File: src/rtl/conv_sched_pkg.sv
package conv_sched_pkg;

  typedef enum logic [1:0] {
    SLOT_NORM = 2'd0,
    SLOT_LEAD = 2'd1,
    SLOT_CAL  = 2'd2
  } slot_kind_e;

  // slot lengths in base ticks of 1/300 s
  localparam int unsigned NORM60_TK   = 15;
  localparam int unsigned NORM50_TK   = 18;
  localparam int unsigned LEAD60_TK   = 150;
  localparam int unsigned LEAD50_TK   = 100;
  localparam int unsigned CAL_TK      = 300;
  localparam int unsigned LEAD_PER_TK = 1935;

  function automatic int unsigned slot_ticks(slot_kind_e kind, logic sel50);
    int unsigned t;
    case (kind)
      SLOT_LEAD: t = sel50 ? LEAD50_TK : LEAD60_TK;
      SLOT_CAL:  t = CAL_TK;
      default:   t = sel50 ? NORM50_TK : NORM60_TK;
    endcase
    return t;
  endfunction

endpackage

File: src/rtl/sched_lead_timer.sv
module sched_lead_timer #(
  parameter int unsigned PER_CYC = 1935,
  parameter int unsigned N_CH    = 8
) (
  input  logic            clk,
  input  logic            rst_n,
  input  logic [N_CH-1:0] wire4_mask,
  input  logic            slot_end,
  output logic            any3w,
  output logic            lead_expire,
  output logic            lead_due
);
  localparam int unsigned TW = $clog2(PER_CYC + 1);

  logic [TW-1:0] tmr_q;

  assign any3w       = ~(&wire4_mask);
  assign lead_expire = (tmr_q == TW'(PER_CYC - 1));

  always_ff @(posedge clk or negedge rst_n) begin
    if (!rst_n) begin
      tmr_q    <= '0;
      lead_due <= 1'b0;
    end else begin
      tmr_q    <= lead_expire ? '0 : tmr_q + 1'b1;
      lead_due <= (lead_expire & any3w) | (lead_due & ~slot_end);
    end
  end
endmodule

File: src/rtl/sched_cal_latch.sv
module sched_cal_latch (
  input  logic clk,
  input  logic rst_n,
  input  logic cal_req,
  input  logic take_cal,
  output logic cal_pend
);
  always_ff @(posedge clk or negedge rst_n) begin
    if (!rst_n) cal_pend <= 1'b0;
    else        cal_pend <= (cal_pend & ~take_cal) | cal_req;
  end
endmodule

File: src/rtl/sched_slot_seq.sv
module sched_slot_seq
  import conv_sched_pkg::*;
#(
  parameter int unsigned TICK_CYC = 160000
) (
  input  logic       clk,
  input  logic       rst_n,
  input  logic       sel_50hz,
  input  logic       lead_due,
  input  logic       any3w,
  input  logic       cal_pend,
  output logic       slot_end,
  output logic       take_lead,
  output logic       take_cal,
  output logic       conv_strobe,
  output logic [1:0] slot_kind,
  output logic       busy
);
  localparam int unsigned MAX_CYC = CAL_TK * TICK_CYC;
  localparam int unsigned CW      = $clog2(MAX_CYC + 1);

  logic          first_q;
  logic [CW-1:0] cnt_q;
  logic [CW-1:0] len_q;
  slot_kind_e    next_kind;
  logic [CW-1:0] next_len;

  assign slot_end  = first_q | (cnt_q == len_q - 1'b1);
  assign take_lead = slot_end & lead_due & any3w;
  assign take_cal  = slot_end & ~take_lead & cal_pend;

  always_comb begin
    if (take_lead)     next_kind = SLOT_LEAD;
    else if (take_cal) next_kind = SLOT_CAL;
    else               next_kind = SLOT_NORM;
    next_len = CW'(slot_ticks(next_kind, sel_50hz) * TICK_CYC);
  end

  always_ff @(posedge clk or negedge rst_n) begin
    if (!rst_n) begin
      first_q     <= 1'b1;
      cnt_q       <= '0;
      len_q       <= '1;
      conv_strobe <= 1'b0;
      slot_kind   <= SLOT_NORM;
      busy        <= 1'b0;
    end else if (slot_end) begin
      first_q     <= 1'b0;
      cnt_q       <= '0;
      len_q       <= next_len;
      conv_strobe <= 1'b1;
      slot_kind   <= next_kind;
      busy        <= (next_kind != SLOT_NORM);
    end else begin
      cnt_q       <= cnt_q + 1'b1;
      conv_strobe <= 1'b0;
    end
  end
endmodule

File: src/rtl/conv_slot_sched.sv
module conv_slot_sched
  import conv_sched_pkg::*;
#(
  parameter int unsigned TICK_CYC = 160000,
  parameter int unsigned N_CH     = 8
) (
  input  logic            clk,
  input  logic            rst_n,
  input  logic            sel_50hz,
  input  logic [N_CH-1:0] wire4_mask,
  input  logic            cal_req,
  output logic            conv_strobe,
  output logic [1:0]      slot_kind,
  output logic            busy
);
  localparam int unsigned LEAD_PER_CYC = LEAD_PER_TK * TICK_CYC;

  logic slot_end, take_lead, take_cal;
  logic any3w, lead_expire, lead_due, cal_pend;

  sched_lead_timer #(.PER_CYC(LEAD_PER_CYC), .N_CH(N_CH)) lead_i (
    .clk(clk), .rst_n(rst_n), .wire4_mask(wire4_mask), .slot_end(slot_end),
    .any3w(any3w), .lead_expire(lead_expire), .lead_due(lead_due)
  );

  sched_cal_latch cal_i (
    .clk(clk), .rst_n(rst_n), .cal_req(cal_req), .take_cal(take_cal),
    .cal_pend(cal_pend)
  );

  sched_slot_seq #(.TICK_CYC(TICK_CYC)) seq_i (
    .clk(clk), .rst_n(rst_n), .sel_50hz(sel_50hz), .lead_due(lead_due),
    .any3w(any3w), .cal_pend(cal_pend), .slot_end(slot_end),
    .take_lead(take_lead), .take_cal(take_cal), .conv_strobe(conv_strobe),
    .slot_kind(slot_kind), .busy(busy)
  );
endmodule

File: config.mk
export PLATFORM = sky130hd
export DESIGN_NAME = conv_slot_sched
export DESIGN_NICKNAME = d
export VERILOG_FILES = /design/src/rtl/conv_sched_pkg.sv /design/src/rtl/sched_lead_timer.sv /design/src/rtl/sched_cal_latch.sv /design/src/rtl/sched_slot_seq.sv /design/src/rtl/conv_slot_sched.sv
export SDC_FILE = /design/constraint.sdc
export NUM_CORES = 1
export LEC_CHECK = 0
export BUFFER_PORTS_ARGS = -buffer_cell sky130_fd_sc_hd__buf_2
export CAP_MARGIN = 20
export CORE_ASPECT_RATIO = 0.5
export CORE_MARGIN = 2
export CORE_UTILIZATION = 45
export CTS_CLUSTER_DIAMETER = 200
export CTS_CLUSTER_SIZE = 24
export DETAILED_ROUTE_END_ITERATION = 10
export SYNTH_ARGS = -nofsm -noshare
export SYNTH_HDL_FRONTEND = slang
export SYNTH_HIERARCHICAL = 1
export SYNTH_SLANG_ARGS = --single-unit
File: constraint.sdc
create_clock -name clk -period 12.7 [get_ports clk]
set_clock_uncertainty 0.2 [all_clocks]
set_input_delay 1.27 -clock clk [delete_from_list [all_inputs] [get_ports clk]]
set_output_delay 1.27 -clock clk [all_outputs]
set_load 0.01 [all_outputs]
==> impl_metrics.env, run 1 <==
export IMPL_synthCells=511
export IMPL_antenna_found_initial=0
export IMPL_first_pass_iters=4
export IMPL_cts_resized=0
export IMPL_finalCoreUtilization_pct=51.5
export IMPL_clk_transition_reported_paths_ns=0.06
export IMPL_track_usage_pct=18.5
export IMPL_cts_buffer_depth=2
export IMPL_yosys_warnings=6
export IMPL_start_kind="register"
export IMPL_num_io_pins=16
export IMPL_syn_area_um2=4880
export IMPL_drt_initial_drc_count=201
export IMPL_fp_coreArea_um2=10400
export IMPL_cts_buffers=9
export IMPL_critical_path_cell_chain="inv_1 -> ha_1 -> nor4b_2 -> nand3_1 -> xnor2_1 -> a311o_1 -> nand4b_1 -> o21ai_4 -> nand3_1 -> inv_2 -> a21oi_1 -> fa_1 -> inv_1 -> ha_1 -> a21oi_1 -> fa_1 -> nor3_1 -> a21o_1 -> a21oi_1 -> xnor2_1 -> mux2_2"
export IMPL_start_util_pct=47.0
export IMPL_arrival_ns=5.87
export IMPL_grt_pass1_vias=3400
export IMPL_power_frac_seq_pct=47.4
export IMPL_slew_headroom_pct=35.2
export IMPL_crit_slowest_cell="nor4b_2"
export IMPL_register_area_um2=2000
export IMPL_n_fill_cell=944
export IMPL_clock_sinks=79
export IMPL_p_per_area_nw_per_um2=113
export IMPL_floorplan_die_height_um=77.6
export IMPL_cap_violations=0
export IMPL_drv_slew=0
export IMPL_wirelength_um=9980
export IMPL_fin_crit_ns=5.81
export IMPL_grt_pass1_wl_um=17000
export IMPL_fin_setup_tns_ns=0
export IMPL_diodes=0
export IMPL_path_common_cell="a21oi_1"
export IMPL_drive_above_1_share_pct=14.9
export IMPL_syn_area_per_cell_um2=9.55
export IMPL_cts_hold_buf=0
export IMPL_crit_type="reg -> reg"
export IMPL_io_buffers=15
export IMPL_rows=26
export IMPL_clk_latency_ns=0.33
export IMPL_avgRoutedWirePerCell_um=14.9
export IMPL_multi_input_area_um2=2700
export IMPL_r2r_slack_ns=6.89
export IMPL_area_growth_syn_to_layout_pct=9.43
export IMPL_hold_violations=0
export IMPL_cp_slowest_stage_delay_ns=0.71
export IMPL_combPwrFrac_pct=12.7
export IMPL_hold_path_class="reg -> reg"
export IMPL_nNetsFinal=561
export IMPL_grt_max_degree=80
export IMPL_instances_no_fill=670
export IMPL_die_area_um2=11700
export IMPL_dpl_hpwl_um=7170
export IMPL_die_w_um=151
export IMPL_vias=3606
export IMPL_post_cts_buffers=0
export IMPL_cts_tree="built"
export IMPL_crit_fanout=12
export IMPL_cts_max_level=3
export IMPL_drtAntennaViolNets=0
export IMPL_placed_cells=653
export IMPL_setup_violations_final=0
export IMPL_holdWs_ns=0.272
export IMPL_internal_power_w=0.000446
export IMPL_fmax_mhz=172
export IMPL_p_sw_share_pct=25.9
export IMPL_worstMarginPinSlew_ns=0.972
export IMPL_place_congestion=0.857
export IMPL_power_switching_w=0.000156
export IMPL_pre_cts_ws_ns=6.88
export IMPL_drt_vias_per_instance=5.38
export IMPL_fin_crit_sh_pct=45.8
export IMPL_vdd_drop_max_mv=0.0736
export IMPL_status="finished clean"
export IMPL_overflow=0
export IMPL_power_leakage_nw=2.35
export IMPL_clock_root_buffer="clkbuf_16"
export IMPL_setup_slack_ns=6.89
export IMPL_rsz0062_at_grt="false"
export IMPL_required_ns=12.76
export IMPL_remaining_drc_errors=0
export IMPL_pwr_share_clk_pct=39.9
export IMPL_end_kind="register"
worst max-delay path: cells and delay by family, from the launching register on:
family                     cells  cell delay, ns
xor gates and xnor gates       2            0.32
and+or+nand+nor                5            1.70
muxes                          1            0.26
buffers and inverters          3            0.39
DFF                            1            0.40
adders and majority gates      4            1.37
AOI/OAI and AO/OA              6            1.11
power by group through the flow:
stage / Clock (W) / Sequential, W / Combinational, W
final: 0.000240 / 0.000285 / 0.0000764
after global routing: 0.000260 / 0.000287 / 0.0000864
after CTS: 0.000246 / 0.000285 / 0.0000767
after detailed placement: 0 / 0.000289 / 0.0000760
after global placement: 0 / 0.000289 / 0.0000753
after floorplan: 0 / 0.000282 / 0.0000598
area by class of cell:
| class | count | share of cell area [%] |
|---|---|---|
| multi-input combinational | 394 | 50.6 |
| sequential | 79 | 37.4 |
| clock buffer | 12 | 4.80 |
| tap | 140 | 3.28 |
| timing repair buffer | 18 | 1.87 |
| inverter | 23 | 1.62 |
| clock inverter | 4 | 0.375 |
through the flow:
stage                     cell area, µm²  total power [W]
after floorplan                     4890         0.000342
after global placement              5060         0.000364
after detailed placement            5060         0.000365
after CTS                           5330         0.000608
after global routing                5340         0.000633
final                               5340         0.000601
layer usage:
metal	track usage, %	wire length, µm	vias up
li1	-	-	1818
met1	26.6	5280	1723
met2	27.4	4280	55
met3	4.65	317	10
met4	5.42	93	0
met5	0	0	-
cell usage in the layout, fill, tap and decap left out, drive strengths merged, types with 3 or more instances in the layout:
master,instances
nor2,66
dfrtp,61
xor2,36
xnor2,33
nand2,33
nand3,23
inv,23
ha,20
o21ai,20
dfstp,18
nand4,18
buf,17
nor3,16
a21oi,14
clkbuf,13
a21o,11
mux2,9
nor4,8
and3,8
a31oi,7
and4,7
and2,5
nor4b,5
clkinv,4
o211ai,4
fa,4
conb,4
nor3b,4
or2,4
a22o,3
or3,3
nand4b,3
path summary, 6_finish.rpt:
path / from / depth (start not counted) / end
max: seq_i/len_q[7] / 21 / seq_i/len_q[21]
max reg2reg: seq_i/len_q[7] / 21 / seq_i/len_q[21]
min in group asynchronous: rst_n / 1 / lead_i/tmr_q[8]
max in group asynchronous: rst_n / 1 / seq_i/cnt_q[8]
min reg2reg: seq_i/slot_kind[1] / 1 / seq_i/slot_kind[1]
min: seq_i/slot_kind[1] / 1 / seq_i/slot_kind[1]
flip-flops by register name (all words and copies together) (netlist names):
signal / count
seq_i/slot_kind: 2
lead_i/lead_due: 1
seq_i/busy: 1
seq_i/cnt_q: 26
seq_i/conv_strobe: 1
lead_i/tmr_q: 29
cal_i/cal_pend: 1
seq_i/len_q: 18
(Power assumes the default switching activity.)
==> run 2, diff against run 1 <==
clock period = 5.55 ns   (was 12.7 ns; I/O delays follow)
==> run 2 against run 1 <==
Against the previous run: core utilization is 1.2 points higher; critical path type unchanged; worst hold slack worse by 0.12 ns; via count is 0.92% higher; clock power is 130% higher; largest cell class unchanged.
==> impl_metrics.env, run 2 (synthesis results as in run 1) <==
export IMPL_status="finished clean"
export IMPL_cap_violations=0
export IMPL_place_congestion=0.834
export IMPL_crit_fanout=8
export IMPL_power_leakage_nw=2.41
export IMPL_path_delay_family="simple AND/OR/NAND/NOR gates"
export IMPL_cts_buffer_depth=2
export IMPL_dpl_hpwl_um=7140
export IMPL_top_register="lead_i/tmr_q"
export IMPL_grt_pass1_wl_um=17200
export IMPL_area_growth_syn_to_layout_pct=11.9
export IMPL_clock_root_buffer="clkbuf_16"
export IMPL_cp_slowest_stage_delay_ns=0.55
export IMPL_clk_latency_ns=0.34
export IMPL_start_util_pct=47.0
export IMPL_setup_violations_final=0
export IMPL_required_ns=5.62
export IMPL_drv_slew=0
export IMPL_crit_type="reg -> reg"
export IMPL_start_kind="register"
export IMPL_track_usage_pct=18.7
export IMPL_finalPower_w=0.00139
export IMPL_io_buffers=15
export IMPL_first_pass_iters=4
export IMPL_cts_max_level=3
export IMPL_largest_registers="lead_i/tmr_q (29), seq_i/cnt_q (26), seq_i/len_q (18)"
export IMPL_remaining_drc_errors=0
export IMPL_crit_slowest_cell="or4_4"
export IMPL_clock_sinks=79
export IMPL_power_frac_seq_pct=47.1
export IMPL_die_w_um=151
export IMPL_internal_power_w=0.00100
export IMPL_vdd_drop_max_mv=0.163
export IMPL_drtAntennaViolNets=0
export IMPL_arrival_ns=5.49
export IMPL_final_cell_mix="nor2_1 (66), dfrtp_1 (61), xor2_1 (36), xnor2_1 (33), nand2_1 (33)"
export IMPL_vias=3639
export IMPL_fmax_mhz=185
export IMPL_drive_above_1_share_pct=17.9
export IMPL_overflow=0
export IMPL_cts_tree="built"
export IMPL_wirelength_um=10100
export IMPL_worstMarginPinSlew_ns=0.973
export IMPL_r2r_slack_ns=0.14
export IMPL_fin_crit_sh_pct=97.6
export IMPL_nNetsFinal=572
export IMPL_grt_pass1_vias=3440
export IMPL_drt_vias_per_instance=5.34
export IMPL_diodes=0
export IMPL_largest_reg_flops=29
export IMPL_p_per_area_nw_per_um2=254
export IMPL_clk_transition_reported_paths_ns=0.06
export IMPL_antenna_found_initial=0
export IMPL_mostFrequentLayoutCell="nor2_1"
export IMPL_grt_max_degree=80
export IMPL_holdWs_ns=0.149
export IMPL_combPwrFrac_pct=13.6
export IMPL_fin_crit_ns=5.41
export IMPL_avgRoutedWirePerCell_um=14.9
export IMPL_cts_buffers=9
export IMPL_pwr_share_clk_pct=39.3
export IMPL_setup_slack_ns=0.135
export IMPL_fp_coreArea_um2=10400
export IMPL_end_kind="register"
export IMPL_floorplan_die_height_um=77.6
export IMPL_pre_cts_ws_ns=0.0345
export IMPL_die_area_um2=11700
export IMPL_hold_violations=0
export IMPL_p_sw_share_pct=27.7
export IMPL_rows=26
export IMPL_cts_hold_buf=0
export IMPL_num_io_pins=16
export IMPL_slew_headroom_pct=35.2
export IMPL_path_buf_inv=2
export IMPL_power_switching_w=0.000384
export IMPL_critical_path_cell_chain="or4_4 -> or3_1 -> a2111o_1 -> nor4b_2 -> nand4b_1 -> o21ai_4 -> nand3_2 -> inv_2 -> a21oi_1 -> fa_1 -> inv_1 -> ha_1 -> a21oi_2 -> fa_1 -> nor3_2 -> a21o_1 -> a21oi_2 -> xnor2_1 -> mux2_2"
export IMPL_drt_initial_drc_count=201
export IMPL_hold_path_class="in -> async"
==> run 2: cell types whose count changed in the layout (fill, tap and decap cells not counted), sizes merged <==
| cell | delta |
|---|---|
| buf | +12 |
| clkbuf | -4 |
| clkinvlp | +2 |
| inv | +1 |
==> run 2: worst paths after layout <==
path / cells past startpoint / from / endpoint
min: 1 / rst_n / lead_i/tmr_q[4]
max: 19 / seq_i/len_q[7] / seq_i/len_q[21]
min reg2reg: 1 / seq_i/slot_kind[0] / seq_i/slot_kind[0]
min in group clk: 2 / cal_req / cal_i/cal_pend
max reg2reg: 19 / seq_i/len_q[7] / seq_i/len_q[21]
max in group asynchronous: 1 / rst_n / seq_i/cnt_q[9]
==> run 2: cell type report <==
type	instances	area [µm²]
sequential	79	2000
inverter	23	86.3
fill	954	4910
timing repair buffer	29	186
clock buffer	9	225
tap	140	175
multi-input combinational	394	2740
clock inverter	7	47.5
==> run 2: power by group through the flow <==
stage               Combinational [W]  Sequential (W)  Clock (W)
floorplan                    0.000137        0.000645          0
global placement             0.000178        0.000663          0
detailed placement           0.000178        0.000664          0
CTS                          0.000181        0.000654   0.000560
global route                 0.000213        0.000658   0.000590
finish                       0.000189        0.000654   0.000545
==> run 2: through the flow <==
stage	area [µm²]	setup TNS (ns)	cells	utilization (%)
2_1_floorplan	4890	0	514	-
3_3_place_gp	5100	0	659	49.2
3_5_place_dp	5100	0	659	49.2
4_1_cts	5380	0	675	51.9
5_1_grt	5460	-0.109	681	52.7
6_report	5460	0	681	52.7
==> run 2: metal layers <==
layer  GRT usage (%)  part of all wire (%)  vias to the layer above  routed length, µm
met3            4.41                   3.6                        9                366
met4            4.77                   1.0                        0                104
li1                -                     -                     1838                  -
met1            28.0                    52                     1751               5240
met5               0                     0                        -                  0
met2            27.2                    44                       41               4430
==> run 2: repair_timing <==
action / CTS / global route
resized for setup: 1 / 8
setup buffers: 0 / 6
cloned: 0 / 0
setup endpoints to repair: 1 / 3
pin swaps: 0 / 13
==> run 3, diff against run 2 <==
CORE_UTILIZATION = 55   (was 45)
PLACE_DENSITY = 0.72   (was unset)
clock period = 6.3 ns   (was 5.55 ns; I/O delays follow)
==> run 3 against run 2 <==
Against the previous run: setup slack better by 0.31 ns; combinational power is 15% lower; worst hold slack better by 0.12 ns; flip-flop and latch count stayed put; largest cell class unchanged; critical path type unchanged; critical path depth is 2 higher; sequential share of layout area is 0.42 points higher; non-clock buffer count is 8 lower; fmax is 7.6% lower; clock power is 2% higher; cell count is 4.6% lower; sequential power is 12% lower; total power is 6.8% lower.
==> impl_metrics.env, run 3 (synthesis results as in run 1) <==
export IMPL_status="finished clean"
export IMPL_area_growth_syn_to_layout_pct=10.7
export IMPL_hold_path_class="reg -> reg"
export IMPL_cts_resized=0
export IMPL_largest_registers="lead_i/tmr_q (29), seq_i/cnt_q (26), seq_i/len_q (18)"
export IMPL_rsz0062_at_grt="false"
export IMPL_fp_coreArea_um2=8650
export IMPL_nNetsFinal=564
export IMPL_critical_path_cell_chain="inv_1 -> ha_1 -> nor4b_2 -> nand3_1 -> xnor2_1 -> a311o_1 -> nand4b_1 -> o21ai_4 -> buf_4 -> a21o_1 -> nand2_1 -> fa_1 -> inv_1 -> ha_1 -> a21oi_1 -> fa_1 -> nor3_1 -> a21o_1 -> a21oi_1 -> xnor2_1 -> mux2_2"
export IMPL_hold_violations=0
export IMPL_drive_above_1_share_pct=15.2
export IMPL_cts_buffers=9
export IMPL_antenna_found_initial=0
export IMPL_crit_slowest_cell="nor4b_2"
export IMPL_start_util_pct=56.4
export IMPL_num_io_pins=16
export IMPL_worstMarginPinSlew_ns=0.837
export IMPL_instances_no_fill=650
export IMPL_clk_latency_ns=0.34
export IMPL_crit_fanout=10
export IMPL_floorplan_die_height_um=70.6
export IMPL_clk_transition_reported_paths_ns=0.07
export IMPL_rows=24
export IMPL_cts_hold_buf=0
export IMPL_cts_max_level=3
export IMPL_overflow=0
export IMPL_remaining_drc_errors=0
export IMPL_cp_slowest_stage_delay_ns=0.68
export IMPL_grt_pass1_vias=3565
export IMPL_drt_vias_per_instance=5.75
export IMPL_end_kind="register"
export IMPL_drtAntennaViolNets=0
export IMPL_top_register="lead_i/tmr_q"
export IMPL_cap_violations=0
export IMPL_vias=3735
export IMPL_mostFrequentLayoutCell="nor2_1"
export IMPL_p_per_area_nw_per_um2=239
export IMPL_die_w_um=137
export IMPL_setup_violations_final=0
export IMPL_r2r_slack_ns=0.44
export IMPL_slew_headroom_pct=44.1
export IMPL_final_cell_mix="nor2_1 (66), dfrtp_1 (61), xor2_1 (36), xnor2_1 (33), nand2_1 (33)"
export IMPL_fmax_mhz=171
export IMPL_drt_initial_drc_count=292
export IMPL_largest_reg_flops=29
export IMPL_clock_sinks=79
export IMPL_track_usage_pct=23.1
export IMPL_wirelength_um=10000
export IMPL_dpl_hpwl_um=7000
export IMPL_io_buffers=15
export IMPL_placed_cells=632
export IMPL_clock_root_buffer="clkbuf_16"
export IMPL_post_cts_buffers=0
export IMPL_first_pass_iters=5
export IMPL_fin_crit_ns=5.86
export IMPL_grt_max_degree=80
export IMPL_vdd_drop_max_mv=0.150
export IMPL_diodes=0
export IMPL_power_leakage_nw=2.38
export IMPL_grt_pass1_wl_um=17400
export IMPL_avgRoutedWirePerCell_um=15.4
export IMPL_fin_crit_sh_pct=93.0
export IMPL_cts_tree="built"
export IMPL_crit_type="reg -> reg"
export IMPL_arrival_ns=5.92
export IMPL_required_ns=6.37
export IMPL_place_congestion=0.888
export IMPL_cts_buffer_depth=2
export IMPL_start_kind="register"
export IMPL_die_area_um2=9690
export IMPL_fin_setup_tns_ns=0
export IMPL_drv_slew=0
==> run 3: changes by cell type in the layout (fill, tap and decap cells not counted), moves of 2 or more <==
cell,previous run,this run
bufinv_16,0,2
buf_4,14,5
clkinv_2,3,0
a21oi_2,3,0
a21oi_1,11,14
==> run 3: path summary, 6_finish.rpt <==
path	cells after the start	from	end
max	21	seq_i/len_q[7]	seq_i/len_q[21]
min	1	seq_i/slot_kind[1]	seq_i/slot_kind[1]
max reg2reg	21	seq_i/len_q[7]	seq_i/len_q[21]
min reg2reg	1	seq_i/slot_kind[1]	seq_i/slot_kind[1]
max in group asynchronous	3	rst_n	seq_i/len_q[15]
min in group asynchronous	2	rst_n	lead_i/tmr_q[1]
==> run 3: power breakdown <==
group          leakage (nW)  switching, W  internal [W]
registers              1.01     0.0000328      0.000542
logic                  1.22     0.0000880     0.0000730
clock network         0.150      0.000208      0.000350
==> run 3: per-stage QoR <==
| stage | instance area [µm²] | total power (W) | setup WS [ns] | utilization [%] | hold slack (ns) |
|---|---|---|---|---|---|
| 3_3_place_gp | 5040 | 0.000734 | 0.663 | 58.3 | 0.254 |
| 6_report | 5400 | 0.00129 | 0.442 | 62.5 | 0.274 |
| 2_1_floorplan | 4890 | 0.000689 | 1.03 | - | 0.134 |
| 5_1_grt | 5400 | 0.00135 | 0.0273 | 62.5 | 0.300 |
| 4_1_cts | 5370 | 0.00131 | 0.484 | 62.0 | 0.280 |
| 3_5_place_dp | 5040 | 0.000739 | 0.501 | 58.3 | 0.264 |
==> run 3: worst max-delay path, delay by kind of cell (launching register included) <==
family,cells,cell delay (ns)
multiplexers,1,0.26
flip-flops,1,0.40
adder cells (fa/ha/maj),4,1.43
AND/OR/NAND/NOR,5,1.56
buffers and inverters,3,0.43
AO/OA/AOI/OAI,6,1.17
XOR/XNOR,2,0.33
==> run 3: metal layers <==
metal,wire (µm),GRT usage [%],vias up
li1,-,-,1832
met4,160,6.64,0
met5,0,0,-
met1,4860,33.3,1804
met2,4580,35.2,86
met3,441,5.52,13
==> run 3: area by class of cell <==
cell class | instances | area [µm²]
clock buffer | 10 | 229
clock inverter | 6 | 92.6
multi-input combinational | 394 | 2700
sequential | 79 | 2000
tap | 117 | 146
inverter | 23 | 86.3
timing repair buffer | 21 | 145
fill | 736 | 3250
